===== config.mk =====
export PLATFORM = sky130hd
export DESIGN_NAME = atxq_top
export DESIGN_NICKNAME = d
export VERILOG_FILES = /design/src/rtl/atxq_pkg.sv /design/src/rtl/atxq_xfer.sv /design/src/rtl/atxq_store.sv /design/src/rtl/atxq_flags.sv /design/src/rtl/atxq_irq.sv /design/src/rtl/atxq_top.sv
export SDC_FILE = /design/constraint.sdc
export NUM_CORES = 1
export LEC_CHECK = 0
export ABC_AREA = 1
export CAP_MARGIN = 5
export CORE_UTILIZATION = 55
export DETAILED_ROUTE_END_ITERATION = 10
export DONT_BUFFER_PORTS = 1
export PLACE_DENSITY = 0.71
export SLEW_MARGIN = 20
export SYNTH_ARGS = -nofsm -noshare
export SYNTH_HDL_FRONTEND = slang
export SYNTH_SLANG_ARGS = --single-unit

===== constraint.sdc =====
create_clock -name clk -period 4.5 [get_ports clk]
set_input_delay 0.45 -clock clk [delete_from_list [all_inputs] [get_ports clk]]
set_output_delay 0.45 -clock clk [all_outputs]
set_load 0.01 [all_outputs]

===== src/rtl/atxq_pkg.sv =====
package atxq_pkg;

    localparam int QW    = 32;
    localparam int IRQ_W = 2;
    localparam int IRQ_WRITTEN = 0;
    localparam int IRQ_WERR    = 1;

    typedef logic [QW-1:0] quadlet_t;

    typedef struct packed {
        logic     eop;
        quadlet_t data;
    } qentry_t;

    typedef enum logic [1:0] {
        WK_NONE = 2'd0,
        WK_NEXT = 2'd1,
        WK_LAST = 2'd2
    } wkind_t;

    // Final port wins when both strobes are present.
    function automatic wkind_t decode_write(input logic nxt, input logic lst);
        if (lst)      return WK_LAST;
        else if (nxt) return WK_NEXT;
        else          return WK_NONE;
    endfunction

    function automatic qentry_t make_entry(input wkind_t k, input quadlet_t d);
        qentry_t e;
        e.eop  = (k == WK_LAST);
        e.data = d;
        return e;
    endfunction

endpackage


===== src/rtl/atxq_xfer.sv =====
module atxq_xfer
    import atxq_pkg::*;
(
    input  logic     clk,
    input  logic     rst,
    input  logic     wr_next,
    input  logic     wr_last,
    input  quadlet_t wr_data,
    input  logic     store_full,
    output logic     push_v,
    output qentry_t  push_entry,
    output logic     drop,
    output logic     written
);

    wkind_t  kind;
    logic    hold_v;
    qentry_t hold_q;

    assign kind = decode_write(wr_next, wr_last);

    always_ff @(posedge clk) begin
        if (rst) begin
            hold_v  <= 1'b0;
            hold_q  <= '0;
            written <= 1'b1;
        end else begin
            hold_v <= (kind != WK_NONE);
            if (kind != WK_NONE) begin
                hold_q <= make_entry(kind, wr_data);
            end
            if (kind != WK_NONE) begin
                written <= 1'b0;
            end else if (push_v) begin
                written <= 1'b1;
            end
        end
    end

    assign push_v     = hold_v && !store_full;
    assign drop       = hold_v && store_full;
    assign push_entry = hold_q;

    AST_WRITTEN_LOW_IN_FLIGHT: assert property (@(posedge clk) disable iff (rst)
        hold_v |-> !written);
    AST_WRITTEN_SETS_ON_PUSH: assert property (@(posedge clk) disable iff (rst)
        (push_v && !wr_next && !wr_last) |=> written);
    AST_DROP_KEEPS_LOW: assert property (@(posedge clk) disable iff (rst)
        (drop && !wr_next && !wr_last) |=> !written);

endmodule


===== src/rtl/atxq_store.sv =====
module atxq_store
    import atxq_pkg::*;
#(
    parameter int DEPTH = 16
) (
    input  logic    clk,
    input  logic    rst,
    input  logic    push_v,
    input  qentry_t push_entry,
    input  logic    pop_req,
    output qentry_t head,
    output logic [$clog2(DEPTH+1)-1:0] count,
    output logic    pkt_avail,
    output logic    conf
);

    localparam int CNT_W = $clog2(DEPTH + 1);
    localparam int PTR_W = (DEPTH > 1) ? $clog2(DEPTH) : 1;
    localparam logic [PTR_W-1:0] PTR_LAST = PTR_W'(DEPTH - 1);

    qentry_t            mem [DEPTH];
    logic [PTR_W-1:0]   wptr, rptr;
    logic [CNT_W-1:0]   pkts;
    logic               pop_ok;
    logic               inc_pkt, dec_pkt;

    assign head      = mem[rptr];
    assign pkt_avail = (pkts != '0);
    assign pop_ok    = pop_req && pkt_avail;
    assign inc_pkt   = push_v && push_entry.eop;
    assign dec_pkt   = pop_ok && head.eop;

    always_ff @(posedge clk) begin
        if (push_v) begin
            mem[wptr] <= push_entry;
        end
    end

    always_ff @(posedge clk) begin
        if (rst) begin
            wptr  <= '0;
            rptr  <= '0;
            count <= '0;
            pkts  <= '0;
            conf  <= 1'b0;
        end else begin
            if (push_v) begin
                wptr <= (wptr == PTR_LAST) ? '0 : wptr + 1'b1;
            end
            if (pop_ok) begin
                rptr <= (rptr == PTR_LAST) ? '0 : rptr + 1'b1;
            end
            case ({push_v, pop_ok})
                2'b10:   count <= count + 1'b1;
                2'b01:   count <= count - 1'b1;
                default: count <= count;
            endcase
            case ({inc_pkt, dec_pkt})
                2'b10:   pkts <= pkts + 1'b1;
                2'b01:   pkts <= pkts - 1'b1;
                default: pkts <= pkts;
            endcase
            conf <= dec_pkt;
        end
    end

    AST_NO_OVERFLOW: assert property (@(posedge clk) disable iff (rst)
        (count == CNT_W'(DEPTH)) |-> !push_v);
    AST_PKTS_BOUNDED: assert property (@(posedge clk) disable iff (rst)
        pkts <= count);
    AST_IDLE_POP_HOLDS: assert property (@(posedge clk) disable iff (rst)
        (pop_req && !pkt_avail && !push_v) |=> $stable(count));
    AST_CONF_ONE_CYCLE: assert property (@(posedge clk) disable iff (rst)
        (conf && !dec_pkt) |=> !conf);

endmodule


===== src/rtl/atxq_flags.sv =====
module atxq_flags #(
    parameter int DEPTH = 16
) (
    input  logic                       clk,
    input  logic                       rst,
    input  logic [$clog2(DEPTH+1)-1:0] count,
    output logic                       full,
    output logic                       afull,
    output logic                       five_free,
    output logic                       empty
);

    localparam int CNT_W = $clog2(DEPTH + 1);
    logic [CNT_W-1:0] free_n;

    assign free_n = CNT_W'(DEPTH) - count;
    assign full   = (count == CNT_W'(DEPTH));
    assign afull  = (free_n == CNT_W'(1));
    assign empty  = (count == '0);

    generate
        if (DEPTH >= 5) begin : g_five
            assign five_free = (free_n >= CNT_W'(5));
        end else begin : g_nofive
            assign five_free = 1'b0;
        end
    endgenerate

    AST_FLAGS_EXCLUSIVE: assert property (@(posedge clk) disable iff (rst)
        $onehot0({full, afull, empty}));
    AST_FULL_NOT_FIVE: assert property (@(posedge clk) disable iff (rst)
        full |-> !five_free);

endmodule


===== src/rtl/atxq_irq.sv =====
module atxq_irq
    import atxq_pkg::*;
(
    input  logic             clk,
    input  logic             rst,
    input  logic [IRQ_W-1:0] set_ev,
    input  logic [IRQ_W-1:0] clr,
    input  logic [IRQ_W-1:0] en,
    output logic [IRQ_W-1:0] pend,
    output logic             irq
);

    always_ff @(posedge clk) begin
        if (rst) begin
            pend <= '0;
        end else begin
            pend <= (pend & ~clr) | set_ev;
        end
    end

    assign irq = |(pend & en);

    AST_SET_WINS_W: assert property (@(posedge clk) disable iff (rst)
        set_ev[IRQ_WRITTEN] |=> pend[IRQ_WRITTEN]);
    AST_SET_WINS_E: assert property (@(posedge clk) disable iff (rst)
        set_ev[IRQ_WERR] |=> pend[IRQ_WERR]);
    AST_CLR_TAKES: assert property (@(posedge clk) disable iff (rst)
        (clr[IRQ_WERR] && !set_ev[IRQ_WERR]) |=> !pend[IRQ_WERR]);
    AST_IRQ_QUIET: assert property (@(posedge clk) disable iff (rst)
        ((pend & en) == '0) |-> !irq);

endmodule


===== src/rtl/atxq_top.sv =====
module atxq_top
    import atxq_pkg::*;
#(
    parameter int DEPTH = 16
) (
    input  logic        clk,
    input  logic        rst,
    input  logic        wr_next,
    input  logic        wr_last,
    input  logic [31:0] wr_data,
    input  logic [1:0]  irq_clr,
    input  logic [1:0]  irq_en,
    output logic        q_full,
    output logic        q_afull,
    output logic        q_five_free,
    output logic        q_empty,
    output logic        xfer_written,
    output logic [1:0]  irq_pend,
    output logic        irq_out,
    input  logic        rd_pop,
    output logic        rd_pkt_avail,
    output logic [31:0] rd_data,
    output logic        rd_eop,
    output logic        conf_valid
);

    localparam int CNT_W = $clog2(DEPTH + 1);

    logic             push_v, drop;
    qentry_t          push_entry, head;
    logic [CNT_W-1:0] count;
    logic [IRQ_W-1:0] set_ev;

    atxq_xfer u_xfer (
        .clk        (clk),
        .rst        (rst),
        .wr_next    (wr_next),
        .wr_last    (wr_last),
        .wr_data    (wr_data),
        .store_full (q_full),
        .push_v     (push_v),
        .push_entry (push_entry),
        .drop       (drop),
        .written    (xfer_written)
    );

    atxq_store #(.DEPTH(DEPTH)) u_store (
        .clk        (clk),
        .rst        (rst),
        .push_v     (push_v),
        .push_entry (push_entry),
        .pop_req    (rd_pop),
        .head       (head),
        .count      (count),
        .pkt_avail  (rd_pkt_avail),
        .conf       (conf_valid)
    );

    atxq_flags #(.DEPTH(DEPTH)) u_flags (
        .clk       (clk),
        .rst       (rst),
        .count     (count),
        .full      (q_full),
        .afull     (q_afull),
        .five_free (q_five_free),
        .empty     (q_empty)
    );

    always_comb begin
        set_ev              = '0;
        set_ev[IRQ_WRITTEN] = push_v;
        set_ev[IRQ_WERR]    = drop;
    end

    atxq_irq u_irq (
        .clk    (clk),
        .rst    (rst),
        .set_ev (set_ev),
        .clr    (irq_clr),
        .en     (irq_en),
        .pend   (irq_pend),
        .irq    (irq_out)
    );

    assign rd_data = head.data;
    assign rd_eop  = head.eop;

    AST_EMPTY_NO_PKT: assert property (@(posedge clk) disable iff (rst)
        q_empty |-> !rd_pkt_avail);
    AST_CONF_AFTER_EOP_POP: assert property (@(posedge clk) disable iff (rst)
        (rd_pop && rd_pkt_avail && rd_eop) |=> conf_valid);

endmodule


==> results.sh <==
export IMPL_grt_max_degree=219
export IMPL_drv_cap=0
export IMPL_cts_setup_buffers=0
export IMPL_path_class="reg -> out"
export IMPL_routed_wl_mm=55.5
export IMPL_instances_no_fill=2486
export IMPL_yosys_top_cells_area="edfxtp_1 67%, nor2_1 7.4%, o21ai_0 5.3%"
export IMPL_ys_ff_latch=588
export IMPL_clkSinkCount=588
export IMPL_critPathCaptureType="output pin"
export IMPL_synth_flop_cell="edfxtp_1"
export IMPL_synthToLayoutAreaGrowth_pct=11.3
export IMPL_worstPathArrival_ns=3.24
export IMPL_syn_area_mm2=0.0235
export IMPL_met2_usage_pct=41.2
export IMPL_clock_latency_ns=0.63
export IMPL_layout_commonest_cell="edfxtp_1"
export IMPL_synth_area_leader_cell="edfxtp_1"
export IMPL_overflow=0
export IMPL_fin_setup_tns_ns=0
export IMPL_min_path_type="in -> reg"
export IMPL_wl_per_cell_um=22.3
export IMPL_clockBufferDepth=3
export IMPL_skew_ns=0.0339
export IMPL_yosys_warnings=0
export IMPL_grt_usage_pct=25.6
export IMPL_status="finished clean"
export IMPL_grt_antenna_before_repair=1
export IMPL_die_h_um=209
export IMPL_cpPeakStageDelay_ns=0.67
export IMPL_routabilityCongestion=0.846
export IMPL_slew_viol_final=0
export IMPL_ir_worst_vdd_mv=0.503
export IMPL_drive_gt1_share_pct=7.40
export IMPL_root_buffer="clkbuf_16"
export IMPL_grt_pass1_vias=14200
export IMPL_num_rows=75
export IMPL_cts_made_buffers=57
export IMPL_final_cell_mix="528 x edfxtp_1, 449 x nor2_1, 247 x o21ai_0"
export IMPL_setup_viol=0
export IMPL_drc=0
export IMPL_num_vias=14800
export IMPL_core_area_mm2=0.0420
export IMPL_dpl_hpwl_mm=31.1
export IMPL_crit_fanout=71
export IMPL_busiest_layer="met2"
export IMPL_synth_edf_count=528
export IMPL_ios=84
export IMPL_fp_dieW_um=209
export IMPL_nets=1958
export IMPL_gr_usage_met1_pct=36.0
export IMPL_relSlewSlack_pct=31.3
export IMPL_cts_tree="yes"
export IMPL_grt_pass1_wl_mm=84.2
export IMPL_p_leak_uw=0.00879
export IMPL_hold_viol_final=0
export IMPL_initial_core_util_pct=55.9
export IMPL_path_cells="buf_4 -> buf_4 -> o21ai_0 -> o211ai_1 -> nand3_1 -> nand2_1"
export IMPL_synth_top_area_share_pct=67.4
export IMPL_first_iter_violations=1879
export IMPL_detail_route_antenna_nets=0
export IMPL_use_met3_pct=4.19
export IMPL_insertedDiodeCount=0
export IMPL_synthCells=1905
export IMPL_synth_cell_types=35
export IMPL_rsz0062_at_grt="no"
export IMPL_firstDrtPassIters=6
export IMPL_synth_net_count=1965
export IMPL_finalCriticalPeriod_ns=3.69
export IMPL_start_kind="flip-flop"
export IMPL_cp_required_ns=4.05
export IMPL_die_area_mm2=0.0436
export IMPL_p_per_area_mw_per_mm2=549
export IMPL_ys_seq_area_share_pct=72.5
export IMPL_fin_crit_sh_pct=82.0
export IMPL_dpl_cell_count=2353
export IMPL_final_util_pct=62.2
export IMPL_h_tree_depth=2
export IMPL_clk_pin_slew_ns=0.06
export IMPL_synthArstFlopShare_pct=0
export IMPL_fmaxAchievable_mhz=271
export IMPL_fillCellCount=3224
export IMPL_portBuffers=0
export IMPL_viasPerCell=5.96
export IMPL_cp_slowest_cell="buf_4"
export IMPL_critPathMostFrequentCell="buf_4"
export IMPL_syn_area_per_cell_um2=12.3
export IMPL_tightest_slew_ns=1.03
-- repair_timing --
| item | CTS | global route |
|---|---|---|
| hold endpoints to repair | 35 | 0 |
| hold buffers | 22 | 0 |
| resized for setup | 0 | 0 |
-- power by group --
group,total (uW),internal [uW],switching [uW]
Clock,4820,2800,2020
Sequential,6400,6140,254
Combinational,3150,929,2230
-- worst max-delay path: cells and delay by family, from the launching register on --
kind | cells | cell delay, ns
compound gates | 2 | 0.51
flops | 1 | 0.56
buf+inv | 2 | 1.22
simple gates | 2 | 0.28
-- through the flow --
| stage | setup WS [ns] | cell area (um^2) | hold WS (ns) | power, uW |
|---|---|---|---|---|
| after floorplan | 1.02 | 23500 | 0.445 | 8870 |
| after global placement | 1.24 | 23800 | 0.469 | 9510 |
| after detailed placement | 1.14 | 24000 | 0.483 | 9600 |
| after CTS | 0.769 | 26100 | 0.00313 | 14400 |
| after global routing | 0.562 | 26200 | 0.0314 | 15000 |
| final | 0.809 | 26200 | 0.0188 | 14400 |
-- layer usage --
metal | wire [um] | up-vias
li1 | - | 6846
met1 | 22900 | 7237
met2 | 26600 | 626
met3 | 4630 | 98
met4 | 1450 | 2
met5 | 13 | -
-- layout make-up --
cell class | instances | area, um^2 | area share [%]
clock buffer | 77 | 1570 | 6.01
clock inverter | 31 | 337 | 1.29
inverter | 62 | 238 | 0.909
multi-input combinational | 1135 | 5660 | 21.6
sequential | 588 | 17100 | 65.2
tap | 539 | 674 | 2.58
timing repair buffer | 54 | 616 | 2.35
-- state kept, by name (all words and copies together) (netlist names), named ones only --
signal and flops:
u_xfer.push_entry 33, u_xfer.written 1, u_store.count 5, u_store.wptr 4, u_irq.pend 2, u_store.conf 1, u_store.mem 528, u_store.rptr 4
u_xfer.hold_v 1, u_store.pkts 5
-- final timing paths --
path	start	endpoint	slack, ns	cells past startpoint
worst min register to register	u_xfer.hold_v	u_irq.pend[1]	0.50	2
worst min-delay path	wr_data[3]	u_xfer.push_entry[3]	0.02	2
worst max-delay path	flip-flop	rd_data[20]	0.81	6
worst max register to register	u_store.count[0]	u_store.mem[7][31]	1.22	11
-- cell usage after synthesis, types with 2 or more instances --
cell and instances:
buf_2 32, nand2_2 2, fa_1 2, buf_8 2, inv_1 60, o21ai_0 247, clkbuf_1 47, o21ai_1 54
dfxtp_1 60, nor3_1 4, edfxtp_1 528, nor2_1 466, ha_1 17, clkbuf_2 9, xor2_1 2, o21bai_1 4
buf_1 3, buf_6 16, o31ai_1 2, nand2_1 84, xnor2_1 4, nand4_1 4, a21oi_1 28, buf_4 11
nand3_1 80, o211ai_1 128
-- cell families (layout without fill, tap and decap cells) --
group	Yosys count	after routing	share of synthesized area (%)
simple gates	645	645	10.9
fa+ha+maj	19	19	1.07
buf+inv	182	224	3.93
flops	588	588	72.5
compound gates	465	465	11.3
xor+xnor	6	6	0.223
No activity file was read; power rests on OpenSTA's default activity.
